File: src/rtl/col_shift_pkg.sv
package col_shift_pkg;
  localparam int unsigned LANE_CNT  = 4;
  localparam int unsigned LANE_DEPTH = 16;

  typedef enum logic {
    DIR_FWD = 1'b0,
    DIR_REV = 1'b1
  } shift_dir_e;
endpackage

File: src/rtl/col_shift_lane.sv
module col_shift_lane
  import col_shift_pkg::*;
#(
  parameter int unsigned DEPTH = LANE_DEPTH
) (
  input  logic             clk_i,
  input  logic             rst_ni,
  input  shift_dir_e       dir_i,
  input  logic             din_i,
  output logic [DEPTH-1:0] q_o
);
  logic [DEPTH-1:0] q;

  // forward moves toward the top stage, reverse toward stage 0
  always_ff @(posedge clk_i or negedge rst_ni) begin
    if (!rst_ni)              q <= '0;
    else if (dir_i == DIR_FWD) q <= {q[DEPTH-2:0], din_i};
    else                      q <= {din_i, q[DEPTH-1:1]};
  end

  assign q_o = q;
endmodule

File: src/rtl/col_shift_port.sv
module col_shift_port
  import col_shift_pkg::*;
#(
  parameter int unsigned LANES = LANE_CNT
) (
  input  shift_dir_e       dir_i,
  input  logic [LANES-1:0] a_i,
  input  logic [LANES-1:0] b_i,
  input  logic [LANES-1:0] head_i,
  input  logic [LANES-1:0] tail_i,
  output logic [LANES-1:0] lane_din_o,
  output logic [LANES-1:0] a_o,
  output logic             a_oe_o,
  output logic [LANES-1:0] b_o,
  output logic             b_oe_o
);
  always_comb begin
    if (dir_i == DIR_FWD) begin
      lane_din_o = a_i;
      b_o        = tail_i;
      b_oe_o     = 1'b1;
      a_o        = '0;
      a_oe_o     = 1'b0;
    end else begin
      lane_din_o = b_i;
      a_o        = head_i;
      a_oe_o     = 1'b1;
      b_o        = '0;
      b_oe_o     = 1'b0;
    end
  end
endmodule

File: src/rtl/col_shift_reg.sv
module col_shift_reg
  import col_shift_pkg::*;
#(
  parameter int unsigned LANES = LANE_CNT,
  parameter int unsigned DEPTH = LANE_DEPTH,
  localparam int unsigned W    = LANES * DEPTH
) (
  input  logic             clk_i,
  input  logic             rst_ni,
  input  logic             rev_i,
  input  logic [LANES-1:0] a_i,
  input  logic [LANES-1:0] b_i,
  output logic [LANES-1:0] a_o,
  output logic             a_oe_o,
  output logic [LANES-1:0] b_o,
  output logic             b_oe_o,
  output logic [W-1:0]     par_o
);
  shift_dir_e       dir;
  logic [LANES-1:0] lane_din;
  logic [LANES-1:0] head;
  logic [LANES-1:0] tail;
  logic [DEPTH-1:0] lane_q [LANES];

  assign dir = rev_i ? DIR_REV : DIR_FWD;

  col_shift_port #(.LANES(LANES)) u_port (
    .dir_i      (dir),
    .a_i        (a_i),
    .b_i        (b_i),
    .head_i     (head),
    .tail_i     (tail),
    .lane_din_o (lane_din),
    .a_o        (a_o),
    .a_oe_o     (a_oe_o),
    .b_o        (b_o),
    .b_oe_o     (b_oe_o)
  );

  for (genvar l = 0; l < LANES; l++) begin : g_lane
    col_shift_lane #(.DEPTH(DEPTH)) u_lane (
      .clk_i  (clk_i),
      .rst_ni (rst_ni),
      .dir_i  (dir),
      .din_i  (lane_din[l]),
      .q_o    (lane_q[l])
    );
    assign head[l] = lane_q[l][0];
    assign tail[l] = lane_q[l][DEPTH-1];
    // interleave: stage j of lane l lands on bit j*LANES+l
    for (genvar j = 0; j < DEPTH; j++) begin : g_stage
      assign par_o[j*LANES+l] = lane_q[l][j];
    end
  end
endmodule

File: config.mk
export PLATFORM = sky130hd
export DESIGN_NAME = col_shift_reg
export DESIGN_NICKNAME = d
export VERILOG_FILES = /design/src/rtl/col_shift_pkg.sv /design/src/rtl/col_shift_lane.sv /design/src/rtl/col_shift_port.sv /design/src/rtl/col_shift_reg.sv
export SDC_FILE = /design/constraint.sdc
export NUM_CORES = 1
export LEC_CHECK = 0
export BUFFER_PORTS_ARGS = -buffer_cell sky130_fd_sc_hd__buf_2
export CAP_MARGIN = 20
export CORE_MARGIN = 2
export CORE_UTILIZATION = 54
export CTS_CLUSTER_DIAMETER = 100
export DETAILED_ROUTE_END_ITERATION = 7
export PLACE_DENSITY = 0.87
export SYNTH_ARGS = -nofsm -noshare
export SYNTH_HDL_FRONTEND = slang
export SYNTH_HIERARCHICAL = 1
export SYNTH_SLANG_ARGS = --single-unit
File: constraint.sdc
create_clock -name clk_i -period 1.8 [get_ports clk_i]
set_input_delay 0.36 -clock clk_i [delete_from_list [all_inputs] [get_ports clk_i]]
set_output_delay 0.36 -clock clk_i [all_outputs]
set_load 0.1 [all_outputs]
Word level (Yosys, flattened, before mapping)

Index checks and enable logic that the tools add are counted.

Register bits: 64
Bits of input ports: 11
Output and inout port bits: 74
Logic and storage cells: 14

Muxes and demuxes: 10

Operators by type and width:

| cell               | number |
|---|---|
| two-way mux 16 bit | 4 |
| two-way mux 4 bit  | 3 |
| two-way mux 1 bit  | 3 |

Longest topological paths before layout

Word-level depth: 3
Gate-level depth with buffers: 3
Mapped depth without buffers: 2

Modules after synthesis

The synthesis kept the hierarchy.

Modules (own cells, without submodules):

| module         | instances | cells each | area an instance (µm²) | seq. area each (µm²) |
|---|---|---|---|---|
| col_shift_lane | 4         | 34         | 649.4                  | 400.4 |
| col_shift_port | 1         | 15         | 121.4                  | 0.0 |

Worst setup path after synthesis

Ideal clock, no wire load.

Path kind: reg-to-output
From: reg g_lane[0].u_lane.q[15]
To: out b_o[0]
Arrival time: 2,358 ps
Data required time: 1,440 ps
Setup slack: -918 ps
Stages on the path, launching flop included: 2
Path buffers: 0
Cell sequence: dfrtp_1 > nor2b_1

Word-level cells in the longest chain between the ends: 1

RTL lines:

| element                | RTL line             | source |
|---|---|---|
| start, declared        | col_shift_lane.sv:12 | `logic [DEPTH-1:0] q;` |
| start signal, assigned | col_shift_lane.sv:17 | `else if (dir_i == DIR_FWD) q <= {q[DEPTH-2:0], din_i};` |
| start signal, assigned | col_shift_lane.sv:18 | `else q <= {din_i, q[DEPTH-1:1]};` |
| two-way mux 4 bit      | col_shift_port.sv:18 | `if (dir_i == DIR_FWD) begin` |
| end, declared          | col_shift_reg.sv:15  | `output logic [LANES-1:0] b_o,` |

No other way between the ends.

Worst setup path in the final report

From: in rev_i
To: out b_o[3]

Word-level cells in the longest chain between the ends: 2

RTL lines:

| element           | RTL line             | source |
|---|---|---|
| start, declared   | col_shift_reg.sv:10  | `input logic rev_i,` |
| two-way mux 1 bit | col_shift_reg.sv:25  | `assign dir = rev_i ? DIR_REV : DIR_FWD;` |
| two-way mux 4 bit | col_shift_port.sv:18 |  |

No other way between the ends.

==> metrics.md <==
| Metric | Value |
|---|---|
| Status | complete, no violations |
| Crit path max fanout | 25 |
| CP startpoint kind | primary input |
| Antenna diodes | 0 |
| Layout area overhead | 30.0% |
| Avg Cell Area, Syn | 18.0 sq um |
| Post-CTS Hold Fix Bufs | 0 |
| Post-synth top area cell | dfrtp_1 |
| Most used cell, CP | buf_4 |
| Die X | 75.0 um |
| Vias in the first global route | 1,615 |
| GRT Max-Usage Layer | met2 |
| Top cells by area, synth | dfrtp_1 59%, mux2_4 23%, mux2_2 11% |
| Layout Nets | between 200 and 300 |
| Period Utilization, post-route | 85.8% |
| Setup Crit Path Kind | primary input to output pin |
| Vias per Instance | 4.89 |
| Crit path buffers/inverters | 3 |
| HP Class | primary input to async pin |
| Slew margin rel. | 67.3% |
| Initial Util | 56.8% |
| Crit-path max cell delay | 0.31 ns |
| Filler cells | 312 |
| Core ar. | ~4800 sq um |
| Commonest non-fill, non-tap cell in the layout | buf_2 |
| DR WL/cell | 15.6 um |
| RSZ-0062 raised after global routing | no |
| Crit-path leading delay family | buffers and inverters |
| Post-synthesis cell type count | 9 |
| Post-Synth XOR/XNOR Area | 0% |
| Root Driver | clkbuf_8 |
| Yosys warns | 6 |
| CTS Buf Count | 9 |
| Tightest Pin Transition | 0.494 ns |
| Maximum capacitance violations | 0 |
| Critical Path End Type | output pin |
| Die H | 75.0 um |
| Synthesized-area fraction occupied by adder cells | 0% |
| R2R setup slack | 1.00 ns |
| Post-synth top area share | between 50% and 60% |
| DIE AREA | 5620 sq um |
| Yosys reg bits | 64 |
| Total congestion overflow | 0 |
| Via count | between 1,500 and 2,000 |
| CP startpoint | rev_i |
| Post CTS Setup Buffer Count | 0 |
| Initial antenna violation count | 0 |
| # clock sinks | 64 |
| M2 GR Usage | 29.1% |
| Setup TNS | 0 ns |
| Combinational family with the most area after synthesis | multiplexers |
| Achievable clock frequency | 647 MHz |
| Worst r2r path cells | 1 |
| Final slew viol count | 0 |
| Final hold vios | 0 |
| Grt met1 use | around a quarter |
| Max FFs per register | 64 |
| Share of layout cells above drive strength 1 | about three quarters |
| CTS tree | done |
| CP max stage cell | buf_4 |
| First-pass GRT wire length | 7.91 mm |
| Worst r2r dst | g_lane[1].u_lane/q_o[9] |
| Mux cell area share after synthesis | around a third |
| I/O Pins | 85 |
| GRT Total Usage | 19.3% |
| GPL Wtd Cong | around 0.74 |
| Final WL | 4.93 mm |
| Worst-skew pair later-pin latency | 0.33 ns |
| # port buffers | 84 |
| Cells along the critical path | buf_4 -> buf_4 -> nor2b_4 -> buf_12 |
| Worst EP arrival | roughly 1.2 ns |
| Worst-path clk slew | 0.06 ns |
| Simple-Gate Fraction of Synth Area | 1.84% |
| Worst Clk Skew | 0.00758 ns |
| DRT Pass-1 Iters | 4 |
| Critical Path RT | about 1.4 ns |
| Synthesized Nets | 162 |
| Fin crit period | 1.54 ns |
| Compound-Gate Fraction of Synth Area | 0% |
| DP HPWL | 3.41 mm |
| Initial DRC Count | 62 |
| Worst r2r src | g_lane[1].u_lane/q_o[8] |
| Post-CTS sizing | 0 |
| Clock Path Buffers | 2 |
| Htree depth | 3 |
| Met3 Track Usage GR | under 10% |
| Antenna viol nets, final | 0 |
| Post-Synthesis Cells | about 150 |
| Seq/Total Area, Yosys | approximately 59% |
| DRC violations left | 0 |
| Largest net degree at the start of global routing | 65 |
| FP Rows | 25 |
| Most frequent cells in the layout | 74 x buf_2, 56 x dfrtp_1, 41 x mux2_4 |
| Post-Syn Area | 2720 sq um |
| Final setup fails | 0 |
==> cells by family (layout without fill, tap and decap cells) <==
| logic type | after synthesis | count (layout) |
|---|---|---|
| mux | 68 | 68 |
| buf+inv | 11 | 108 |
| simple gates | 8 | 8 |
| flops | 64 | 64 |
==> routing by layer <==
| metal | vias up | part of all wire (%) | routed length (um) |
|---|---|---|---|
| li1 | 709 | - | - |
| met1 | 774 | 44 | 2180 |
| met2 | 50 | 49 | 2410 |
| met3 | 6 | 5.6 | 274 |
| met4 | 0 | 1.3 | 63 |
| met5 | - | 0 | 0 |
==> cell type report <==
class,count,area (sq um),area share [%]
flip-flops and latches,64,1610,45.6
multi-input cells,76,1000,28.4
repair buffers,92,643,18.2
clock buffers,15,186,5.28
well taps,67,83.8,2.37
inverters,1,3.75,0.106
==> cell usage after synthesis (all sizes together) <==
master,count
mux2,68
inv,1
dfrtp,64
and2,4
nor2b,4
buf,10
==> worst max-delay path by stage <==
stage	endpoint	slack (ns)	depth (start not counted)
finish	b_o[3]	0.26	4
global route	par_o[41]	0.20	1
global placement	b_o[3]	0.27	4
CTS	par_o[41]	0.24	1
detailed placement	g_lane[3].u_lane/q_o[8]	0.24	4
floorplan	b_o[0]	0.15	1
==> stage by stage <==
step	hold slack, ns	worst slack (ns)	area, sq um	util (%)	cells
2_1_floorplan	0.0644	0.146	2760	-	151
3_3_place_gp	0.394	0.267	3350	69.9	300
3_5_place_dp	0.395	0.240	3350	69.9	300
4_1_cts	0.0412	0.237	3530	73.8	315
5_1_grt	0.0547	0.199	3530	73.8	315
6_report	0.0338	0.255	3530	73.8	315
Power is left out: the tool's default activity adds up to more than one toggle a clock period on the data nets, which glitch-free logic cannot reach.
